==> src/rtl/pmc_pkg.sv <==
package pmc_pkg;
    localparam int NUM_SRC = 3;
    localparam int SEL_W   = 2;
    localparam int SRC_W   = $clog2(NUM_SRC);
    localparam int MODE_W  = SRC_W + 1;

    typedef logic [SRC_W-1:0]  src_t;
    typedef logic [SEL_W-1:0]  sel_t;
    typedef logic [MODE_W-1:0] mode_t;

    // low-power level of the core
    typedef enum logic [1:0] {
        LP_ACTIVE = 2'd0,
        LP_DOZE   = 2'd1,
        LP_SLEEP  = 2'd2
    } lp_e;

    localparam mode_t MODE_SLEEP = {MODE_W{1'b1}};

    // request field to source index: 00 primary, 01 secondary, 1x internal
    function automatic src_t sel_to_src(sel_t s);
        if (s[1])      return src_t'(2);
        else if (s[0]) return src_t'(1);
        else           return src_t'(0);
    endfunction
endpackage

==> src/rtl/pmc_cfg_reg.sv <==
module pmc_cfg_reg
    import pmc_pkg::*;
(
    input  logic clk,
    input  logic rst_n,
    input  logic we,
    input  logic idle_in,
    input  sel_t sel_in,
    output logic idle_q,
    output sel_t sel_q
);
    typedef struct packed {
        logic idle;
        sel_t sel;
    } cfg_t;

    cfg_t cfg_d, cfg_q;

    always_comb begin
        cfg_d = cfg_q;
        if (we) begin
            cfg_d.idle = idle_in;
            cfg_d.sel  = sel_in;
        end
    end

    always_ff @(posedge clk or negedge rst_n) begin
        if (!rst_n) cfg_q <= '0;
        else        cfg_q <= cfg_d;
    end

    assign idle_q = cfg_q.idle;
    assign sel_q  = cfg_q.sel;
endmodule

==> src/rtl/pmc_src_track.sv <==
module pmc_src_track
    import pmc_pkg::*;
(
    input  logic               clk,
    input  logic               rst_n,
    input  logic               we,
    input  sel_t               sel_in,
    input  sel_t               sel_q,
    input  logic               switch_ok,
    input  logic [NUM_SRC-1:0] rdy,
    output src_t               act,
    output logic               pend
);
    typedef struct packed {
        src_t act;
        logic pend;
    } trk_t;

    trk_t trk_d, trk_q;
    src_t target;
    logic tgt_rdy;

    always_comb begin
        // a write in this cycle overrides the stored request
        target  = we ? sel_to_src(sel_in) : sel_to_src(sel_q);
        tgt_rdy = 1'b0;
        for (int i = 0; i < NUM_SRC; i++) begin
            if (target == src_t'(i)) tgt_rdy = rdy[i];
        end
        trk_d = trk_q;
        if (switch_ok && tgt_rdy) trk_d.act = target;
        trk_d.pend = (target != trk_d.act);
    end

    always_ff @(posedge clk or negedge rst_n) begin
        if (!rst_n) trk_q <= '0;
        else        trk_q <= trk_d;
    end

    assign act  = trk_q.act;
    assign pend = trk_q.pend;
endmodule

==> src/rtl/pmc_mode_fsm.sv <==
module pmc_mode_fsm
    import pmc_pkg::*;
(
    input  logic clk,
    input  logic rst_n,
    input  logic sleep_req,
    input  logic wake,
    input  logic idle_q,
    output lp_e  lp
);
    typedef struct packed {
        lp_e lp;
    } fsm_t;

    fsm_t fsm_d, fsm_q;

    always_comb begin
        fsm_d = fsm_q;
        unique case (fsm_q.lp)
            LP_ACTIVE: if (sleep_req) fsm_d.lp = idle_q ? LP_DOZE : LP_SLEEP;
            LP_DOZE,
            LP_SLEEP:  if (wake) fsm_d.lp = LP_ACTIVE;
            default:   fsm_d.lp = LP_ACTIVE;
        endcase
    end

    always_ff @(posedge clk or negedge rst_n) begin
        if (!rst_n) fsm_q <= '{lp: LP_ACTIVE};
        else        fsm_q <= fsm_d;
    end

    assign lp = fsm_q.lp;
endmodule

==> src/rtl/pmc_out_dec.sv <==
module pmc_out_dec
    import pmc_pkg::*;
(
    input  lp_e                lp,
    input  src_t               act,
    output logic [NUM_SRC-1:0] src_oh,
    output logic               cpu_en,
    output logic               per_en,
    output mode_t              mode
);
    logic dark;
    assign dark = (lp == LP_SLEEP);

    genvar g;
    generate
        for (g = 0; g < NUM_SRC; g++) begin : g_oh
            assign src_oh[g] = !dark && (act == src_t'(g));
        end
    endgenerate

    assign cpu_en = (lp == LP_ACTIVE);
    assign per_en = !dark;
    assign mode   = dark ? MODE_SLEEP : {lp == LP_DOZE, act};
endmodule

==> src/rtl/pwr_mode_ctrl.sv <==
module pwr_mode_ctrl
    import pmc_pkg::*;
(
    input  logic        clk,
    input  logic        rst_n,
    input  logic        cfg_we,
    input  logic        cfg_idle_en,
    input  logic [1:0]  cfg_src_sel,
    input  logic        sleep_req,
    input  logic        wake_evt,
    input  logic [2:0]  src_ready,
    output logic [2:0]  sys_clk_sel,
    output logic        cpu_clk_en,
    output logic        per_clk_en,
    output logic [2:0]  pwr_mode,
    output logic        sw_pending
);
    logic idle_q;
    sel_t sel_q;
    src_t act;
    lp_e  lp;

    pmc_cfg_reg u_cfg (
        .clk     (clk),
        .rst_n   (rst_n),
        .we      (cfg_we),
        .idle_in (cfg_idle_en),
        .sel_in  (cfg_src_sel),
        .idle_q  (idle_q),
        .sel_q   (sel_q)
    );

    pmc_src_track u_trk (
        .clk       (clk),
        .rst_n     (rst_n),
        .we        (cfg_we),
        .sel_in    (cfg_src_sel),
        .sel_q     (sel_q),
        .switch_ok (lp != LP_SLEEP),
        .rdy       (src_ready),
        .act       (act),
        .pend      (sw_pending)
    );

    pmc_mode_fsm u_fsm (
        .clk       (clk),
        .rst_n     (rst_n),
        .sleep_req (sleep_req),
        .wake      (wake_evt),
        .idle_q    (idle_q),
        .lp        (lp)
    );

    pmc_out_dec u_dec (
        .lp     (lp),
        .act    (act),
        .src_oh (sys_clk_sel),
        .cpu_en (cpu_clk_en),
        .per_en (per_clk_en),
        .mode   (pwr_mode)
    );
endmodule

==> config.mk <==
export PLATFORM = sky130hd
export DESIGN_NAME = pwr_mode_ctrl
export DESIGN_NICKNAME = d
export VERILOG_FILES = /design/src/rtl/pmc_pkg.sv /design/src/rtl/pmc_cfg_reg.sv /design/src/rtl/pmc_src_track.sv /design/src/rtl/pmc_mode_fsm.sv /design/src/rtl/pmc_out_dec.sv /design/src/rtl/pwr_mode_ctrl.sv
export SDC_FILE = /design/constraint.sdc
export NUM_CORES = 1
export LEC_CHECK = 0
export BUFFER_PORTS_ARGS = -buffer_cell sky130_fd_sc_hd__buf_2
export CAP_MARGIN = 20
export CELL_PAD_IN_SITES_DETAIL_PLACEMENT = 1
export CELL_PAD_IN_SITES_GLOBAL_PLACEMENT = 1
export CORE_MARGIN = 2
export CORE_UTILIZATION = 32
export CTS_CLUSTER_SIZE = 14
export DETAILED_ROUTE_END_ITERATION = 8
export PLACE_DENSITY_LB_ADDON = 0.1
export SYNTH_ARGS = -nofsm -noshare
export SYNTH_HDL_FRONTEND = slang
export SYNTH_SLANG_ARGS = --single-unit
==> constraint.sdc <==
create_clock -name clk -period 1.8 [get_ports clk]
set_input_delay 0.36 -clock clk [delete_from_list [all_inputs] [get_ports clk]]
set_output_delay 0.36 -clock clk [all_outputs]
set_load 0.03 [all_outputs]
# --- After elaboration in Yosys (flattened, before gate mapping) ---
# Cells that the tools add are included.
op_classes:
  n_eq_ne: 10
  muxes: 14
  reduce_logical: 10
ops:
  columns: ["op", "n"]
  rows:
  - ["$mux 2", 7]
  - ["$eq 2x1->1 const B", 3]
  - ["$eq 2x2->1 const B", 3]
  - ["$logic_not 2->1", 3]
  - ["$ne 2x2->1 const B", 3]
  - ["$mux 1", 5]
  - ["$logic_and 1x1->1", 4]
  - ["$pmux 2 s2", 1]
  - ["$mux 3", 1]
  - ["$ne 2x2->1", 1]
  - ["$reduce_and 2->1", 1]
  - ["$reduce_or 2->1", 1]
  - ["$logic_not 1->1", 1]
word_totals:
  reg_bits: 8
  input_bits: 11
  output_inout_bits: 9
  word_cells: 39

# --- Depth between registers and ports, before layout ---
# Gate-level depths: netlist of the first run.
logic_depth:
  depth_word: 10
  depth_mapped: 6
  ltp_nobuf: 6

# --- Cells and area by module ---
# A second synthesis of the first run with hierarchy kept.
hier_totals:
  hier_cells: 51
  hier_area_um2: 543.0
by_module_without_submodules:
  columns: ["module", "n_inst", "cells_each", "area_each_um2", "seq_area_each_um2"]
  rows:
  - ["pmc_src_track", 1, 21, 221.5, 75.1]
  - ["pmc_mode_fsm", 1, 12, 125.1, 50.0]
  - ["pmc_cfg_reg", 1, 6, 108.9, 75.1]
  - ["pmc_out_dec", 1, 11, 81.3, 0.0]
  - ["pwr_mode_ctrl", 1, 1, 6.3, 0.0]

# --- Worst setup path before layout of the first run ---
# OpenSTA, ideal clock, no wires.
synth_timing:
  kind: "register to output"
  from: "register u_fsm.fsm_q, in the netlist u_fsm.lp[1]"
  to: "output port sys_clk_sel[0]"
  t_arrival_ns: 1.583
  required_time_ns: 1.440
  path_slack_ns: -0.143
  path_stages_with_launch: 5
  n_path_buf: 0
  cell_sequence: "dfrtp_1 -> ha_1 -> inv_1 -> nand2_1 -> nor2_1"
synth_between:
  elab_chain_cells: 3
synth_lines:
  columns: ["element", "line", "rtl"]
  rows:
  - ["from (decl)", "pmc_mode_fsm.sv:15", "fsm_t fsm_d, fsm_q;"]
  - ["from (signal assigned)", "pmc_mode_fsm.sv:28", "if (!rst_n) fsm_q <= '{lp: LP_ACTIVE};"]
  - ["from (signal assigned)", "pmc_mode_fsm.sv:29", "else fsm_q <= fsm_d;"]
  - ["$eq 2x2->1", "pmc_out_dec.sv:12", "assign dark = (lp == LP_SLEEP);"]
  - ["$logic_not 1->1", null, null]
  - ["net per_clk_en", "pwr_mode_ctrl.sv:14", "output logic per_clk_en,"]
  - ["$logic_and 1x1->1", "pmc_out_dec.sv:17", "assign src_oh[g] = !dark && (act == src_t'(g));"]
  - ["to (decl)", "pwr_mode_ctrl.sv:12", "output logic [2:0] sys_clk_sel,"]
# The timed path passes the listed nets, and every way through them passes these cells.

# --- Final worst setup path of the first run ---
layout_timing:
  from: "register u_fsm.fsm_q, in the netlist u_fsm.lp[1]"
  to: "output port sys_clk_sel[2]"
layout_between:
  elab_chain_cells: 3
layout_lines:
  columns: ["element", "line"]
  rows:
  - ["$eq 2x2->1", "pmc_out_dec.sv:12"]
  - ["$logic_not 1->1", "pmc_out_dec.sv:17"]
  - ["$logic_and 1x1->1", "pmc_out_dec.sv:17"]
# No other way between the ends.

==> impl_metrics.json, run 1 <==
{
  "avgSynthCellArea_sq_um": 10.4,
  "start_util_pct": 34.7,
  "clock_sinks": 8,
  "syn_area_sq_um": 457,
  "pre_cts_ws_ns": 0.230,
  "drv_cap": 0,
  "cts_buffers": 3,
  "drc": 0,
  "synth_seq_cells": 8,
  "grt_usage_pct": 14.3,
  "powerDensity_nw_per_um2": 1870,
  "clock_latency_ns": 0.25,
  "holdCritStartpoint": "cfg_idle_en",
  "yosysWarnings": 0,
  "synth_ff_type": "dfrtp_1",
  "p_sw_share_pct": 49.7,
  "cts_tree": "done",
  "synth-compound-area-share_pct": 14.2,
  "grt_pass1_vias": 432,
  "cp_slowest_cell": "dfrtp_1",
  "num_vias": 405,
  "finClkSkew_ns": 0.00758,
  "dpl.hpwl_microns": 886,
  "instances_no_fill": 84,
  "drive_gt1_share_pct": 47.8,
  "path_class": "reg -> out",
  "synth_top_family_by_area": "simple AND/OR/NAND/NOR gates",
  "final_cell_mix": "18 x buf_2, 8 x dfrtp_1, 6 x inv_1, 4 x nor2_1",
  "hold_class": "in -> reg",
  "min_period_ns": 1.70,
  "drt-vias-per-instance": 4.82,
  "wl_per_cell_microns": 13.4,
  "yosysUniqueCellTypes": 21,
  "area_growth_pct": 38.6,
  "gp_congestion": 0.682,
  "async_reset_ff_share_pct": 100,
  "dieArea_sq_um": 1750,
  "htreeDepth": 1,
  "antenna_found_initial": 0,
  "final_common_cell": "buf_2",
  "fin_setup_tns_ns": 0,
  "gr-total-overflow": 0,
  "portBuffers": 19,
  "placedCellCount": 78,
  "critPathBufInv": 1,
  "fin_ws_ns": 0.0953,
  "drtIter0Drc": 6,
  "wl_microns": 1130,
  "fmax_ghz": 0.587,
  "synth-simple-area-share_pct": 14.8,
  "fin_util_pct": 48.1,
  "slew_headroom_pct": 82.0,
  "crit_path_max_incr_delay_ns": 0.39,
  "status": "complete, no violations",
  "post-route-period-util_pct": 94.7,
  "p_switching_uw": 588,
  "die_x_microns": 41.8,
  "ir_drop_mv": 0.946,
  "leakage_nw": 0.328,
  "worst_ep_required_time_ns": 1.44,
  "worst_pin_slew_ns": 0.268,
  "cp-startpoint": "u_fsm.lp[1]$_DFFE_PN0P_",
  "rsz0062_at_grt": "false",
  "synth-edff-count": 0,
  "synth_fa_ha_area_share_pct": 5.48,
  "diodes": 0,
  "timing.rr.start": "u_fsm.lp[1]$_DFFE_PN0P_",
  "seq_area_frac_synth_pct": 43.8,
  "root_buffer": "clkbuf_4",
  "synth_mux_area_share_pct": 12.9,
  "critPathTopFamily": "flip-flops",
  "clock_path_buffers": 2,
  "crit_path_end_kind": "primary output",
  "worstSetupStartpointType": "flip-flop",
  "std_cell_rows": 13,
  "firstDrtPassIters": 2,
  "place_area_sq_um": 578,
  "fin_area_sq_um": 633,
  "path_max_fanout": 3,
  "grt_max_degree": 9,
  "cp.arrival_ns": 1.34,
  "die_h_microns": 41.8,
  "finalSetupViolations": 0,
  "whs_ns": 0.344,
  "seqPwrFrac_pct": 23.2,
  "grt_pass1_wl_microns": 1860,
  "core_sq_um": 1320,
  "fin_nets": 84,
  "hold_viol_final": 0,
  "p_int_uw": 596,
  "power.total_mw": 1.18,
  "power_frac_comb_pct": 65.2,
  "clkTransAtPathRegs_ns": 0.05,
  "clockPowerShare_pct": 11.5,
  "syn_inst": 44,
  "syn-num-nets": 57,
  "worstPathCellList": "ha_2 > or2_4 > nor2_1 > buf_4",
  "ios": 20,
  "drtAntennaViolNets": 0,
  "synth_xor_area_share_pct": 3.84,
  "drv_slew": 0
}
## final cells by class
| type | instances | area (sq um) |
|---|---|---|
| sequential | 8 | 200 |
| inverter | 6 | 22.5 |
| timing repair buffer | 22 | 123 |
| clock buffer | 3 | 22.5 |
| multi-input combinational | 30 | 246 |
| tap | 15 | 18.8 |
| fill | 156 | 684 |
## logic make-up after synthesis
group                      Yosys count
AOI/OAI and AO/OA                    8
xor gates and xnor gates             2
adders and majority gates            2
buffers and inverters                6
DFF                                  8
muxes                                5
and+or+nand+nor                     13
## path summary, 6_finish.rpt
kind / end / slack (ns) / cells past startpoint
setup / recovery: sys_clk_sel[2] / 0.1 / 4
hold / removal: u_cfg.idle_q$_DFFE_PN0P_ / 0.34 / 2
setup reg to reg: u_fsm.lp[1]$_DFFE_PN0P_ / 0.31 / 6
hold reg to reg: u_cfg.sel_q[0]$_DFFE_PN0P_ / 0.52 / 1
max in group asynchronous: u_fsm.lp[0]$_DFFE_PN0P_ / 1.16 / 2
min in group asynchronous: u_trk.act[0]$_DFF_PN0_ / 0.47 / 2
## per-layer routing
| metal | vias to the layer above | track usage, % | share of wire, % |
|---|---|---|---|
| met1 | 186 | 15.6 | 43 |
| met2 | 15 | 23.1 | 49 |
| li1 | 204 | - | - |
| met4 | 0 | 5.81 | 0 |
| met5 | - | 0 | 0 |
| met3 | 0 | 7.39 | 7.6 |
## state kept, by name, summed over array words and instances (netlist names)
name / count
u_cfg.idle_q: 1
u_cfg.sel_q: 2
u_fsm.lp: 2
u_trk.act: 2
u_trk.pend: 1
## cells in the mapped netlist (2+ instances only)
library cell  number  area share [%]
xnor2_1            2             3.8
dfrtp_1            8              44
ha_1               2             5.5
nand2_1            2             1.6
mux2_2             3             7.4
nor2_1             5             4.1
o22ai_1            2             2.7
and3_1             2             2.7
inv_1              6             4.9
## timing repair
item | CTS | global route
endpoints found under the hold margin | 8 | 0
gates cloned | 0 | 0
hold buffers | 1 | 0
setup endpoints to repair | 1 | 2
resized for setup | 2 | 1
buffers inserted | 0 | 2
pin swaps | 0 | 2
## power by group through the flow
stage | Sequential, mW | Combinational, mW | Clock (mW)
floorplan | 0.293 | 0.528 | 0
global placement | 0.276 | 0.711 | 0
detailed placement | 0.278 | 0.722 | 0
CTS | 0.275 | 0.739 | 0.143
global route | 0.282 | 0.830 | 0.159
finish | 0.275 | 0.772 | 0.137
(Power assumes the default switching activity.)
==> run 2, diff against run 1 <==
--- a/config.mk
+++ b/config.mk
@@ -13,7 +13,9 @@
 export CORE_UTILIZATION = 32
 export CTS_CLUSTER_SIZE = 14
 export DETAILED_ROUTE_END_ITERATION = 8
+export GPL_ROUTABILITY_DRIVEN = 0
 export PLACE_DENSITY_LB_ADDON = 0.1
+export REMOVE_ABC_BUFFERS = 1
 export SYNTH_ARGS = -nofsm -noshare
 export SYNTH_HDL_FRONTEND = slang
 export SYNTH_SLANG_ARGS = --single-unit
==> run 2 against run 1 <==
  * Via count rose by 0.25%
  * Non-clock buffer count decreased by 1
  * Highest routed layer is now met4
  * Clock-buffer cell count stayed put
  * Clock skew is 0.0016 ns higher
  * Maximum frequency decreased by 1.6%
  * First-iteration DRC count fell by 83%
  * Combinational power fell by 3.8%
  * Cell area shrank 1.2%
  * Sequential power about the same
  * Routed wire length fell by 4.1%
==> impl_metrics.json, run 2 (synthesis gave the netlist of run 1 again) <==
{
  "p_switching_uw": 576,
  "antenna_found_initial": 0,
  "p_sw_share_pct": 49.9,
  "post-route-period-util_pct": 96.2,
  "area_growth_pct": 37.0,
  "drt-vias-per-instance": 4.89,
  "top_layer_used": "met4",
  "die_x_microns": 41.8,
  "seq_area_sq_um": 200,
  "final_common_cell": "buf_2",
  "drv_slew": 0,
  "worstPathCellList": "ha_4 > or2_2 > nor2_1 > buf_4",
  "instances_no_fill": 83,
  "clock_path_buffers": 2,
  "dieArea_sq_um": 1750,
  "grt_max_degree": 9,
  "wl_met3_microns": 78,
  "drive_gt1_share_pct": 45.6,
  "drtAntennaViolNets": 0,
  "cp_slowest_cell": "dfrtp_1",
  "finClkSkew_ns": 0.00918,
  "fin_ws_ns": 0.0677,
  "critPathBufInv": 1,
  "root_buffer": "clkbuf_4",
  "finalSetupViolations": 0,
  "num_vias": 406,
  "wl_microns": 1080,
  "fin_nets": 83,
  "cp.arrival_ns": 1.37,
  "worst_ep_required_time_ns": 1.44,
  "portBuffers": 19,
  "worst_pin_slew_ns": 0.256,
  "rsz0062_at_grt": "false",
  "clockPowerShare_pct": 11.9,
  "ir_drop_mv": 0.869,
  "firstDrtPassIters": 3,
  "clkTransAtPathRegs_ns": 0.05,
  "hold_class": "in -> reg",
  "drc": 0,
  "power.total_mw": 1.16,
  "fin_util_pct": 47.5,
  "multiInputGateArea_sq_um": 246,
  "grt_pass1_vias": 406,
  "crit_path_max_incr_delay_ns": 0.41,
  "die_h_microns": 41.8,
  "r2r_slack_ns": 0.21,
  "critPathTopFamily": "flip-flops",
  "cts_tree": "done",
  "met1_length_microns": 456,
  "p_int_uw": 580,
  "drv_cap": 0,
  "grt_pass1_wl_microns": 1770,
  "worstSetupStartpointType": "flip-flop",
  "cts_buffers": 3,
  "clock_sinks": 8,
  "power_frac_comb_pct": 64.2,
  "slew_headroom_pct": 82.9,
  "start_util_pct": 34.7,
  "gr-total-overflow": 0,
  "pre_cts_ws_ns": 0.250,
  "clock_latency_ns": 0.26,
  "final_cell_mix": "18 x buf_2, 8 x dfrtp_1, 6 x inv_1, 5 x nor2_1",
  "hold_viol_final": 0,
  "wl_per_cell_microns": 13.0,
  "min_period_ns": 1.73,
  "std_cell_rows": 13,
  "grt_usage_pct": 13.8,
  "path_max_fanout": 4,
  "crit_path_end_kind": "primary output",
  "placedCellCount": 78,
  "dpl.hpwl_microns": 873,
  "status": "complete, no violations",
  "seqPwrFrac_pct": 23.8,
  "powerDensity_nw_per_um2": 1850,
  "fmax_ghz": 0.577,
  "dr_wl_met2_microns": 524,
  "path_class": "reg -> out",
  "drtIter0Drc": 1,
  "core_sq_um": 1320,
  "leakage_nw": 0.324,
  "fillCellCount": 163,
  "diodes": 0,
  "htreeDepth": 1,
  "ios": 20
}
## run 2: cell count changes in the layout (fill, tap and decap cells not counted)
cell,before,now
buf_4,3,2
ha_2,1,0
ha_4,0,1
nor2_1,4,5
nor2_4,1,0
or2_2,0,1
or2_4,1,0
## run 2: power by group through the flow
stage / registers, mW / clock network, mW / logic, mW
floorplan: 0.291 / 0 / 0.514
global placement: 0.273 / 0 / 0.699
detailed placement: 0.276 / 0 / 0.706
CTS: 0.273 / 0.146 / 0.723
global route: 0.281 / 0.151 / 0.801
finish: 0.275 / 0.138 / 0.743
## run 2: worst register-to-register path, delay by kind of cell, from the launching register on
kind	cells	cell delay [ns]
AOI/OAI and AO/OA	2	0.26
adders and majority gates	1	0.27
buffers and inverters	2	0.18
DFF	1	0.39
and+or+nand+nor	2	0.37
## run 2: worst paths after layout
kind                                            start                    endpoint  depth (start not counted)
setup / recovery              u_fsm.lp[1]$_DFFE_PN0P_              sys_clk_sel[2]                          4
hold / removal                            cfg_idle_en    u_cfg.idle_q$_DFFE_PN0P_                          2
setup reg to reg              u_fsm.lp[1]$_DFFE_PN0P_     u_fsm.lp[1]$_DFFE_PN0P_                          7
hold reg to reg            u_cfg.sel_q[0]$_DFFE_PN0P_  u_cfg.sel_q[0]$_DFFE_PN0P_                          1
max in group asynchronous                       rst_n     u_fsm.lp[0]$_DFFE_PN0P_                          2
min in group asynchronous                       rst_n      u_trk.act[0]$_DFF_PN0_                          2
## run 2: area by class of cell
cell class / count / area share (%)
inverters: 6 / 3.60
flip-flops and latches: 8 / 32.0
multi-input cells: 30 / 39.4
well taps: 15 / 3.00
repair buffers: 21 / 18.4
clock buffers: 3 / 3.60
## run 2: metrics by stage
step | setup TNS (ns) | hold WS, ns | area [sq um]
after floorplan | -0.143 | 0.0644 | 457
after global placement | 0 | 0.213 | 571
after detailed placement | 0 | 0.212 | 571
after CTS | 0 | 0.333 | 608
after global routing | 0 | 0.345 | 626
final | 0 | 0.340 | 626
## run 2: routing by layer
layer | global-route usage [%] | vias up
met5 | 0 | -
met4 | 5.81 | 0
met3 | 7.39 | 4
met2 | 21.3 | 13
met1 | 15.9 | 187
li1 | - | 202
## run 2: repair_timing
item	CTS	global route
setup buffers	0	1
gates resized for setup	2	1
hold buffers	1	0
hold endpoints to repair	8	0
pin swaps	0	0
setup endpoints to repair	1	1
